**config.mk**
```make
export PLATFORM = sky130hd
export DESIGN_NAME = txfifo_xact
export DESIGN_NICKNAME = d
export VERILOG_FILES = /design/src/rtl/txfifo_pkg.sv /design/src/rtl/txfifo_ptr_pair.sv /design/src/rtl/txfifo_store.sv /design/src/rtl/txfifo_xact.sv
export SDC_FILE = /design/constraint.sdc
export NUM_CORES = 1
export LEC_CHECK = 0
export BUFFER_PORTS_ARGS = -buffer_cell sky130_fd_sc_hd__buf_2
export CORE_MARGIN = 5
export CORE_UTILIZATION = 55
export DETAILED_ROUTE_END_ITERATION = 7
export PLACE_DENSITY = 0.71
export RECOVER_POWER = 50
export SLEW_MARGIN = 20
export SYNTH_ARGS = -nofsm -noshare
export SYNTH_HDL_FRONTEND = slang
export SYNTH_HIERARCHICAL = 1
export SYNTH_SLANG_ARGS = --single-unit
```
**constraint.sdc**
```tcl
create_clock -name clk -period 3.15 [get_ports clk]
set_input_delay 0.1575 -clock clk [delete_from_list [all_inputs] [get_ports clk]]
set_output_delay 0.1575 -clock clk [all_outputs]
set_load 0.02 [all_outputs]
```
**src/rtl/txfifo_pkg.sv**
```systemverilog
package txfifo_pkg;

    // Per-cycle request seen by one pointer pair
    typedef struct packed {
        logic xfer;    // a word moves on this port this cycle
        logic commit;  // publish / release up to and including xfer
        logic abort;   // roll speculative pointer back to committed
    } side_ctl_s;

    // Resolved action on the speculative pointer
    typedef enum logic [1:0] {
        STEP_HOLD   = 2'd0,
        STEP_ADV    = 2'd1,
        STEP_REWIND = 2'd2
    } step_e;

    function automatic step_e pick_step(side_ctl_s c, bit xact);
        if (xact && c.abort) return STEP_REWIND;
        if (c.xfer)          return STEP_ADV;
        return STEP_HOLD;
    endfunction

endpackage

```
**src/rtl/txfifo_ptr_pair.sv**
```systemverilog
module txfifo_ptr_pair
    import txfifo_pkg::*;
#(
    parameter int AW   = 5,
    parameter bit XACT = 1'b1
) (
    input  logic            clk,
    input  logic            rst,
    input  side_ctl_s       ctl,
    output logic [AW:0]     spec,
    output logic [AW:0]     cmt
);
    logic [AW:0] spec_n, cmt_n;
    step_e       step;

    assign step = pick_step(ctl, XACT);

    always_comb begin
        unique case (step)
            STEP_REWIND: spec_n = cmt;
            STEP_ADV:    spec_n = spec + {{AW{1'b0}}, 1'b1};
            default:     spec_n = spec;
        endcase
    end

    generate
        if (XACT) begin : g_xact
            always_comb begin
                if (step == STEP_REWIND)
                    cmt_n = cmt;
                else if (ctl.commit)
                    cmt_n = spec_n;
                else
                    cmt_n = cmt;
            end
        end else begin : g_plain
            logic unused_ctl;
            assign unused_ctl = ctl.commit ^ ctl.abort;
            always_comb cmt_n = spec_n;
        end
    endgenerate

    always_ff @(posedge clk) begin
        if (rst) begin
            spec <= '0;
            cmt  <= '0;
        end else begin
            spec <= spec_n;
            cmt  <= cmt_n;
        end
    end

endmodule

```
**src/rtl/txfifo_store.sv**
```systemverilog
module txfifo_store #(
    parameter int WIDTH = 16,
    parameter int DEPTH = 32,
    parameter int AW    = 5
) (
    input  logic             clk,
    input  logic             we,
    input  logic [AW-1:0]    waddr,
    input  logic [WIDTH-1:0] wdata,
    input  logic [AW-1:0]    raddr,
    output logic [WIDTH-1:0] rdata
);
    logic [WIDTH-1:0] cells [DEPTH];

    always_ff @(posedge clk) begin
        if (we) cells[waddr] <= wdata;
    end

    assign rdata = cells[raddr];

endmodule

```
**src/rtl/txfifo_xact.sv**
```systemverilog
module txfifo_xact
    import txfifo_pkg::*;
#(
    parameter int WIDTH   = 16,
    parameter int DEPTH   = 32,
    parameter bit WR_XACT = 1'b1,
    parameter bit RD_XACT = 1'b1
) (
    input  logic             clk,
    input  logic             rst,
    input  logic             in_valid,
    output logic             in_ready,
    input  logic [WIDTH-1:0] in_data,
    input  logic             wr_commit,
    input  logic             wr_abort,
    output logic             out_valid,
    input  logic             out_ready,
    output logic [WIDTH-1:0] out_data,
    input  logic             rd_commit,
    input  logic             rd_abort
);
    localparam int AW = $clog2(DEPTH);

    logic [AW:0] wr_spec, wr_cmt, rd_spec, rd_cmt;
    logic        push, pop;
    side_ctl_s   wctl, rctl;

    // full: speculative writes have lapped the committed read position
    assign in_ready  = !((wr_spec[AW] != rd_cmt[AW]) &&
                         (wr_spec[AW-1:0] == rd_cmt[AW-1:0]));
    // empty: reader has caught up with published writes
    assign out_valid = (rd_spec != wr_cmt);

    assign push = in_valid  && in_ready;
    assign pop  = out_valid && out_ready;

    assign wctl = '{xfer: push, commit: wr_commit, abort: wr_abort};
    assign rctl = '{xfer: pop,  commit: rd_commit, abort: rd_abort};

    txfifo_ptr_pair #(.AW(AW), .XACT(WR_XACT)) u_wptr (
        .clk  (clk),
        .rst  (rst),
        .ctl  (wctl),
        .spec (wr_spec),
        .cmt  (wr_cmt)
    );

    txfifo_ptr_pair #(.AW(AW), .XACT(RD_XACT)) u_rptr (
        .clk  (clk),
        .rst  (rst),
        .ctl  (rctl),
        .spec (rd_spec),
        .cmt  (rd_cmt)
    );

    txfifo_store #(.WIDTH(WIDTH), .DEPTH(DEPTH), .AW(AW)) u_store (
        .clk   (clk),
        .we    (push),
        .waddr (wr_spec[AW-1:0]),
        .wdata (in_data),
        .raddr (rd_spec[AW-1:0]),
        .rdata (out_data)
    );

endmodule

```
==> results_dict.tcl, run 1 <==
set metrics [dict create \
    status "finished, violations left" \
    violations "max-capacitance violations, max-slew violations" \
    grt.total_usage_pct 22.27 \
    path_cells "buf_12 -> buf_16 -> mux2i_1 -> a22oi_1 -> a31oi_1 -> nand3_1 -> buf_2" \
    antenna_found_initial 1 \
    ant_nets 0 \
    p_switching_w 0.003476 \
    fmax_mhz 332.4 \
    hold_path.class "in2reg" \
    slew_headroom_pct -22.60 \
    synthXorXnorAreaFrac_pct 0.8186 \
    ios 42 \
    crit_type "reg2out" \
    routed-via-count 11771 \
    io_buffers 41 \
    synth_seq_cells 536 \
    layout.nets 1381 \
    ir_drop_mv 0.4428 \
    hold_depth 4 \
    vias_per_cell 6.140 \
    cp_top_family "buffers and inverters" \
    place_area_um2 22340 \
    cts_tree "done" \
    synthAdderAreaFrac_pct 0.1169 \
    grt_max_degree 62 \
    cts_hold_buf 0 \
    firstDrtPassIters 5 \
    hold_viol_final 0 \
    die_area_um2 42950 \
    slew_viol_final 495 \
    synth_compound_area_share_pct 5.742 \
    tns_ps 0 \
    slowest_stage "dfxtp_4" \
    htreeDepth 2 \
    p_per_area_nw_per_um2 627.3 \
    r2r-end "u_store/cells[28][4]" \
    r2r_cells 5 \
    p_leak_nw 7.774 \
    cap_violations 15 \
    syn-num-nets 1285 \
    min_period_ps 3008 \
    critPathLaunchType "flip-flop" \
    fin_cells 1917 \
    path_clk_slew_ps 60 \
    worst_pin_slew_ps 1839 \
    setup_ws_ps 141.8 \
    crit_cells 7 \
    r2r_start "u_wptr/spec[4]" \
    dp_slack_ps 637.3 \
    path_buf_inv 3 \
    cts-root-buf "clkbuf_16" \
    critPathMaxFanout 61 \
    yosys_warnings 6 \
    pwr-share-seq_pct 53.0 \
    grt_pass1_wl_mm 72.35 \
    holdCritStartpoint "rd_abort" \
    drc 0 \
    timing.hold.ws_ps 36.78 \
    floorplan.initialDensity_pct 55.50 \
    synthDistinctLibCells 35 \
    syn_inst 1259 \
    placedCellCount 1815 \
    synthMuxAreaShare_pct 12.07 \
    globalplace.congestion 0.8232 \
    r2r_setup_slack_ps 570 \
    netSwitchingFraction_pct 23.17 \
    rsz0062_at_grt "false" \
    clk_latency_ps 600 \
    synth_top_family_by_area "multiplexers" \
    cts_made_buffers 53 \
    grt.overflow.total 0 \
    drt_iter0_markers 1219 \
    comb_power_share_pct 8.6 \
    critical_path_required_ps 2990 \
    synth_area_um2 21400 \
    area_delta_synth_final_pct 11.78 \
    clockBufferDepth 3 \
    cts.sinks 536 \
    period_share_pct 95.50 \
    core_area_um2 38560 \
    synth.avg_cell_area_um2 17.00 \
    p_int_w 0.01153 \
    row_count 72 \
    insertedDiodeCount 0 \
    die_h_um 207.2 \
    cp.arrival_ps 2850 \
    end_kind "output port" \
    holdPathEnd "u_rptr/spec[2]" \
    fin_area_um2 23920 \
    cpPeakStageDelay_ps 510 \
    fin_skew_ps 9.919 \
    die_w_um 207.2 \
    wirelength_mm 49.34 \
    grt_pass1_vias 11637 \
    post_drt_wl_per_cell_um 25.74 \
    synthSimpleGateAreaFrac_pct 4.339 \
    layout-drive-gt1-share_pct 12.94 \
    yosysSeqAreaShare_pct 74.10 \
    power_frac_clock_pct 38.4 \
    hpwl_mm 30.06 \
    setup_viol 0 \
]
[repair_timing]
action                                  4_1_cts  5_1_grt
gates cloned                                  0        1
resized for setup                             1        3
setup buffers                                 0        2
endpoints found under the setup margin        1       12
[sequential cells by signal, indices dropped and copies added, names as in the netlist]
signal,flops
u_store/cells,512
u_rptr/cmt,6
u_rptr/spec,6
u_wptr/cmt,6
u_wptr/spec,6
[cell families after synthesis]
logic type                 after synthesis
muxes                                  258
DFF                                    536
buffers and inverters                   79
xor gates and xnor gates                20
and+or+nand+nor                        192
AOI/OAI and AO/OA                      172
adders and majority gates                2
[worst max-delay path by stage]
stage	start	to
finish	u_rptr/spec[0]	out_data[11]
global route	u_rptr/spec[0]	out_data[0]
CTS	u_rptr/spec[0]	out_data[0]
detailed placement	u_rptr/spec[0]	out_data[11]
global placement	u_rptr/spec[0]	out_data[11]
floorplan	u_wptr/spec[2]	u_store/cells[28][0]
[cells in the final DEF, fill, tap and decap left out, types with 2 or more instances in the layout]
| cell | count |
|---|---|
| nand4_1 | 20 |
| clkinv_8 | 2 |
| buf_4 | 61 |
| nand3b_1 | 5 |
| nor3_1 | 16 |
| a22oi_1 | 64 |
| or3_1 | 3 |
| inv_1 | 4 |
| nand2_1 | 35 |
| mux2i_1 | 258 |
| buf_2 | 24 |
| o21ai_0 | 2 |
| a31oi_1 | 18 |
| clkinv_1 | 12 |
| xnor2_1 | 5 |
| a311oi_1 | 4 |
| clkbuf_1 | 35 |
| ha_1 | 2 |
| edfxtp_1 | 512 |
| nor2b_4 | 2 |
| nand3_2 | 2 |
| a22o_1 | 32 |
| clkbuf_16 | 53 |
| a21oi_1 | 32 |
| clkinv_2 | 15 |
| a211oi_1 | 20 |
| nor2b_1 | 2 |
| buf_12 | 8 |
| xor2_1 | 15 |
| nor2_1 | 59 |
| dfxtp_1 | 22 |
| or3b_2 | 3 |
| nand3_1 | 38 |
[metal layers]
metal | vias up | wire length, um | GRT usage [%]
li1 | 5183 | - | -
met1 | 5944 | 19810 | 30.92
met3 | 117 | 3756 | 3.431
met4 | 2 | 1688 | 7.205
met5 | - | 7 | 0
met2 | 525 | 24080 | 36.73
[synthesized netlist by cell type (all sizes together)]
| master | number | area, um^2 |
|---|---|---|
| or2 | 1 | 6.260 |
| nand2b | 2 | 12.51 |
| dfxtp | 24 | 480.5 |
| inv | 4 | 15.01 |
| o21ai | 2 | 10.01 |
| a21oi | 32 | 160.2 |
| nand4 | 20 | 125.1 |
| nor3 | 16 | 80.08 |
| nor2b | 4 | 25.02 |
| a22o | 32 | 280.3 |
| buf | 59 | 528.0 |
| nand3 | 40 | 210.2 |
| nand3b | 5 | 37.54 |
| xnor2 | 5 | 43.79 |
| a311oi | 4 | 35.03 |
| mux2i | 258 | 2582 |
| ha | 2 | 25.02 |
| nor2 | 61 | 236.5 |
| xor2 | 15 | 131.4 |
| a211oi | 20 | 150.1 |
| nand2 | 35 | 131.4 |
| a31oi | 18 | 112.6 |
| clkbuf | 16 | 60.06 |
| edfxtp | 512 | 15370 |
| or3b | 3 | 26.28 |
| and2 | 1 | 6.260 |
| a22oi | 64 | 480.5 |
| or3 | 3 | 18.77 |
| nor4 | 1 | 12.51 |
[layout make-up]
type	instances	area, um^2
clock buffers	68	1383
clock inverters	31	191.4
inverters	4	15.01
fillers	2835	14640
well taps	518	648.1
flip-flops and latches	536	15860
repair buffers	115	855.8
multi-input cells	645	4965
[per-stage QoR]
| step | util [%] | power (W) |
|---|---|---|
| floorplan | - | 0.008907 |
| global placement | 57.94 | 0.009354 |
| global route | 62.03 | 0.01545 |
| detailed placement | 57.94 | 0.009378 |
| CTS | 62.04 | 0.01507 |
| finish | 62.03 | 0.01500 |
[worst register-to-register path, cell delays in order (launching register included)]
cell	delay (ps)
dfxtp_1	570
xnor2_1	150
a31oi_1	390
or3b_2	690
nor2_1	170
buf_4	290
[power by group through the flow]
stage | Combinational (W) | Sequential, W | Clock, W
after floorplan | 0.000832 | 0.00807 | 0
after global placement | 0.00126 | 0.00809 | 0
after detailed placement | 0.00128 | 0.00809 | 0
after CTS | 0.00129 | 0.00794 | 0.00584
after global routing | 0.00137 | 0.00795 | 0.00613
final | 0.00130 | 0.00795 | 0.00576
Note: power is estimated with default switching activity, not from simulation.
==> inputs of run 2 (changes only) <==
--- a/config.mk
+++ b/config.mk
@@ -6,10 +6,12 @@
 export NUM_CORES = 1
 export LEC_CHECK = 0
 export BUFFER_PORTS_ARGS = -buffer_cell sky130_fd_sc_hd__buf_2
+export CELL_PAD_IN_SITES_DETAIL_PLACEMENT = 2
+export CELL_PAD_IN_SITES_GLOBAL_PLACEMENT = 2
 export CORE_MARGIN = 5
-export CORE_UTILIZATION = 55
+export CORE_UTILIZATION = 48
 export DETAILED_ROUTE_END_ITERATION = 7
-export PLACE_DENSITY = 0.71
+export PLACE_DENSITY_LB_ADDON = 0.1
 export RECOVER_POWER = 50
 export SLEW_MARGIN = 20
 export SYNTH_ARGS = -nofsm -noshare
==> run 2 against run 1 <==
The run still ends with max-capacitance violations, max-slew violations left. Hold slack better by 7.7 ps. Clock skew up 10 ps. First-iteration DRC count down 11%.
==> results_dict.tcl, run 2 (synthesized netlist as in run 1, its figures left out) <==
set metrics [dict create \
    mostFrequentLayoutCells "edfxtp_1 (512), mux2i_1 (258), a22oi_1 (64)" \
    slew_viol_final 529 \
    tns_ps 0 \
    core_area_um2 44120 \
    path_cells "buf_12 -> buf_4 -> buf_8 -> mux2i_1 -> a22o_1 -> nor3_1 -> a31oi_1 -> nand3_1 -> buf_2" \
    r2r_setup_slack_ps 260 \
    clockBufferDepth 3 \
    cp.arrival_ps 2960 \
    cts.sinks 536 \
    critical_path_required_ps 2990 \
    period_share_pct 99.00 \
    drt_iter0_markers 1080 \
    hpwl_mm 38.65 \
    n_fill_cell 3925 \
    cts_tree "done" \
    die_area_um2 48900 \
    vias_per_cell 6.176 \
    htreeDepth 2 \
    p_leak_nw 7.895 \
    io_buffers 41 \
    area_delta_synth_final_pct 13.81 \
    worst_pin_slew_ps 2136 \
    cap_violations 16 \
    ios 42 \
    hold_viol_final 0 \
    critPathLaunchType "flip-flop" \
    row_count 77 \
    largest_register_ffs 512 \
    status "finished, violations left" \
    rsz0062_at_grt "false" \
    min_period_ps 3118 \
    placedCellCount 1878 \
    dp_slack_ps 371.7 \
    multiInputGateArea_um2 4990 \
    p_per_area_nw_per_um2 668.2 \
    cts_made_buffers 56 \
    layout-drive-gt1-share_pct 13.96 \
    globalplace.congestion 0.7461 \
    r2r-end "u_store/cells[9][0]" \
    grt_pass1_wl_mm 98.61 \
    firstDrtPassIters 7 \
    floorplan.initialDensity_pct 48.49 \
    holdCritStartpoint "rd_abort" \
    routed-via-count 12297 \
    place_area_um2 22390 \
    hold_path.class "in2reg" \
    fmax_mhz 320.7 \
    fin_skew_ps 20.22 \
    path_clk_slew_ps 60 \
    top_register "u_store/cells" \
    ff_latch_area_um2 15860 \
    ant_nets 0 \
    drc 0 \
    die_w_um 221.1 \
    grt.overflow.total 0 \
    layout.nets 1377 \
    final_common_cell "edfxtp_1" \
    critPathMaxFanout 10 \
    crit_type "reg2out" \
    setup_viol 0 \
    cpPeakStageDelay_ps 550 \
    grt_pass1_vias 13448 \
    grt_max_degree 61 \
    hold_depth 4 \
    postLayoutCoreUtil_pct 55.19 \
    holdPathEnd "u_rptr/spec[0]" \
    violations "max-capacitance violations, max-slew violations" \
    slowest_stage "nor3_1" \
    setup_ws_ps 31.52 \
    antenna_found_initial 2 \
    ir_drop_mv 0.5005 \
    grt.total_usage_pct 27.50 \
    wirelength_mm 67.85 \
    cts-root-buf "clkbuf_16" \
    clk_latency_ps 620 \
    post_drt_wl_per_cell_um 34.08 \
    end_kind "output port" \
    fin_area_um2 24350 \
    r2r_start "u_wptr/spec[2]" \
    slew_headroom_pct -42.40 \
    r2r_cells 7 \
    die_h_um 221.1 \
    fin_cells 1991 \
]
==> run 2: routing by layer <==
layer / vias to the layer above / GRT usage (%) / wire (um)
li1: 5162 / - / -
met1: 6628 / 37.19 / 28590
met2: 401 / 46.31 / 33750
met3: 104 / 3.856 / 3216
met4: 2 / 9.344 / 2280
met5: - / 0 / 11
==> run 2: report_power, final <==
group          total [W]  switching (W)  internal [W]
combinational    0.00143       0.000977      0.000456
clock            0.00689        0.00285       0.00404
sequential       0.00795      0.0000561       0.00790
total             0.0163        0.00388        0.0124
==> run 2: layout make-up <==
| cell class | instances | area share (%) |
|---|---|---|
| multi-input cells | 644 | 20.49 |
| diodes | 2 | 0.02055 |
| repair buffers | 109 | 3.540 |
| inverters | 4 | 0.06165 |
| flip-flops and latches | 536 | 65.13 |
| clock inverters | 33 | 1.516 |
| clock buffers | 71 | 6.201 |
| well taps | 592 | 3.042 |
==> run 2: repair_timing <==
item | in CTS | in global routing
setup buffers | 7 | 0
gates resized for setup | 2 | 7
pin swaps | 1 | 0
endpoints found under the hold margin | 0 | 0
setup endpoints to repair | 15 | 9
hold buffers | 0 | 0
==> run 2: worst max path at each step <==
| stage | start | endpoint | cells after the start | slack [ps] |
|---|---|---|---|---|
| floorplan | u_wptr/spec[2] | u_store/cells[28][0] | 6 | 340 |
| global placement | u_wptr/spec[2] | u_store/cells[3][4] | 7 | 590 |
| detailed placement | u_wptr/spec[2] | u_store/cells[29][7] | 7 | 370 |
| CTS | u_rptr/spec[0] | out_data[3] | 7 | 4 |
| global route | u_rptr/spec[0] | out_data[1] | 7 | 40 |
| finish | u_rptr/spec[0] | out_data[5] | 9 | 30 |
==> run 2: through the flow <==
stage          power (W)  hold WS [ps]
4_1_cts          0.01640         20.51
3_5_place_dp    0.009462         540.4
6_report         0.01627         44.44
3_3_place_gp    0.009389         516.5
5_1_grt          0.01682         53.36
2_1_floorplan   0.008907         229.6
==> run 2: worst max-delay path: cells and delay by family (launching register included) <==
kind / cells / cell delay, ps
multiplexers: 1 / 120
AO/OA/AOI/OAI: 2 / 430
buffers and inverters: 4 / 650
flip-flops: 1 / 400
AND/OR/NAND/NOR: 2 / 740
==> inputs of run 3 (changes only) <==
--- a/config.mk
+++ b/config.mk
@@ -11,6 +11,8 @@
 export CORE_MARGIN = 5
 export CORE_UTILIZATION = 48
 export DETAILED_ROUTE_END_ITERATION = 7
+export GPL_TIMING_DRIVEN = 0
+export MAX_ROUTING_LAYER = met4
 export PLACE_DENSITY_LB_ADDON = 0.1
 export RECOVER_POWER = 50
 export SLEW_MARGIN = 20
==> run 3 against run 2 <==
The flow finishes with violations (max-capacitance violations, max-slew violations, negative setup slack). First-iteration DRC count grew 8.6%. Sequential power is essentially flat. Setup slack lost 53 ps. Clock skew grew 4.2 ps. Fmax shrank 1.7%. Core utilization grew 1.4 points. Routed wire length grew 9.1%. Global-route usage grew 3.2 points. Via count grew 3.3%. Sequential cell count is the same. Largest cell class unchanged. Highest routed layer is now met4.
==> results_dict.tcl, run 3 (synthesized netlist as in run 1, its figures left out) <==
set metrics [dict create \
    status "finished, violations left" \
    violations "max-capacitance violations, max-slew violations, negative setup slack" \
    path_cells "buf_4 -> or2_1 -> buf_2 -> clkbuf_4 -> nor3_1 -> a31oi_1 -> nand3_1 -> buf_2" \
    die_w_um 221.1 \
    min_period_ps 3172 \
    setup_ws_ps -21.93 \
    post_drt_wl_per_cell_um 36.43 \
    floorplan.initialDensity_pct 48.49 \
    grt.total_usage_pct 30.66 \
    clk_latency_ps 620 \
    cp_top_family "simple AND/OR/NAND/NOR gates" \
    hpwl_mm 43.95 \
    p_total_w 0.01619 \
    p_leak_nw 8.080 \
    ant_nets 0 \
    grt_pass1_wl_mm 105.1 \
    cts-root-buf "clkbuf_16" \
    globalplace.congestion 0.8554 \
    grt_util_met3_pct 6.573 \
    layout-drive-gt1-share_pct 19.05 \
    firstDrtPassIters 5 \
    die_area_um2 48900 \
    cpPeakStageDelay_ps 510 \
    ir_drop_mv 0.4854 \
    critical_path_required_ps 2990 \
    period_share_pct 100.7 \
    clockBufferDepth 3 \
    comb_power_share_pct 10.0 \
    fin_skew_ps 24.45 \
    area_delta_synth_final_pct 16.78 \
    layout.nets 1423 \
    cap_violations 16 \
    largest_register_ffs 512 \
    mostFrequentLayoutCells "edfxtp_1 (512), mux2i_1 (257), a22oi_1 (60)" \
    final_common_cell "edfxtp_1" \
    top_register "u_store/cells" \
    r2r_start "u_wptr/spec[2]" \
    pwr-share-seq_pct 49.2 \
    grt.overflow.total 0 \
    dp_slack_ps -606.5 \
    r2r-end "u_store/cells[19][6]" \
    cp.arrival_ps 3010 \
    core_area_um2 44120 \
    drc 0 \
    use_met2_pct 50.57 \
    critPathMaxFanout 10 \
    p_switching_w 0.003993 \
    path_buf_inv 4 \
    io_buffers 41 \
    vias_per_cell 6.249 \
    critPathLaunchType "flip-flop" \
    worst_pin_slew_ps 2356 \
    htreeDepth 2 \
    p_int_w 0.01220 \
    die_h_um 221.1 \
    drt_iter0_markers 1173 \
    wirelength_mm 74.02 \
    setup_viol 20 \
    ios 42 \
    busiest_layer "met2" \
    path_clk_slew_ps 60 \
    grt_pass1_vias 14021 \
    crit_end "out_data[13]" \
    netSwitchingFraction_pct 24.67 \
    antenna_found_initial 3 \
    fmax_mhz 315.3 \
    cts.sinks 536 \
    power_frac_clock_pct 40.8 \
    critPathMostFrequentCell "buf_2" \
    hold_path.class "in2reg" \
    startpoint "u_rptr/spec[4]" \
    hold_viol_final 0 \
    slowest_stage "nor3_1" \
    slew_viol_final 528 \
    cts_tree "done" \
    cts_made_buffers 54 \
    row_count 77 \
    grt_max_degree 33 \
    r2r_setup_slack_ps -10 \
    r2r_cells 6 \
    p_per_area_nw_per_um2 647.8 \
    crit_type "reg2out" \
    end_kind "output port" \
    tns_ps -154.4 \
    grtUsageMet1_pct 37.41 \
    crit_cells 8 \
    rsz0062_at_grt "true" \
    routed-via-count 12697 \
    slew_headroom_pct -57.05 \
]
## run 3: cell count changes in the layout (fill, tap and decap cells not counted), moves of 7 or more
cell	delta
buf_8	+29
buf_4	-27
nor2_1	-24
buf_2	+19
a31oi_1	-12
nor2_2	+12
nor2_4	+12
buf_6	+11
clkbuf_1	+10
a31oi_2	+7
## run 3: metrics by stage
| step | instance area [um^2] | instances | hold WS (ps) | utilization (%) |
|---|---|---|---|---|
| floorplan | 21400 | 1259 | 229.6 | - |
| global placement | 22340 | 1892 | 419.8 | 50.64 |
| detailed placement | 22840 | 1921 | 429.3 | 51.76 |
| CTS | 24930 | 2031 | 150.4 | 56.49 |
| global route | 24990 | 2032 | 323.1 | 56.63 |
| finish | 24990 | 2032 | 281.2 | 56.63 |
## run 3: worst min-delay path, stage by stage
cell and delay, ps:
buf_2 100, inv_1 50, a31oi_1 30, clkbuf_1 180, mux2i_1 240, a211oi_1 90
## run 3: worst min path at each step
| stage | startpoint | to | cells after the start |
|---|---|---|---|
| final | out_ready | u_rptr/cmt[1] | 6 |
| after floorplan | rst | u_rptr/cmt[5] | 1 |
| after CTS | out_ready | u_rptr/spec[5] | 7 |
| after detailed placement | rst | u_rptr/spec[5] | 2 |
| after global routing | out_ready | u_rptr/spec[0] | 6 |
| after global placement | rst | u_rptr/spec[5] | 2 |
## run 3: cell type report
| cell class | instances | area [um^2] |
|---|---|---|
| buffer | 73 | 590.6 |
| clock buffer | 67 | 1431 |
| timing repair buffer | 84 | 734.5 |
| inverter | 4 | 15.01 |
| sequential | 536 | 15860 |
| fill | 3824 | 19140 |
| antenna | 2 | 5.005 |
| tap | 592 | 740.7 |
| clock inverter | 30 | 324.1 |
| multi-input combinational | 644 | 5283 |
## run 3: per-layer routing
layer | vias to the layer above | wire (um) | share of wire, %
li1 | 5264 | - | -
met3 | 154 | 4567 | 6.2
met1 | 6775 | 29000 | 39
met4 | 0 | 3102 | 4.2
met2 | 504 | 37360 | 50
met5 | - | 0 | 0
## run 3: what timing repair did
action,4_1_cts,5_1_grt
pin swaps,5,2
hold buffers,6,0
hold endpoints to repair,8,0
resized for setup,43,20
endpoints found under the setup margin,528,100
buffers inserted,8,0
## run 3: power by group through the flow
stage                     Clock (W)  Combinational [W]  Sequential [W]
after global routing        0.00707            0.00166         0.00797
final                       0.00661            0.00161         0.00797
after floorplan                   0           0.000832         0.00807
after global placement            0            0.00138         0.00810
after detailed placement          0            0.00148         0.00810
after CTS                   0.00671            0.00157         0.00796
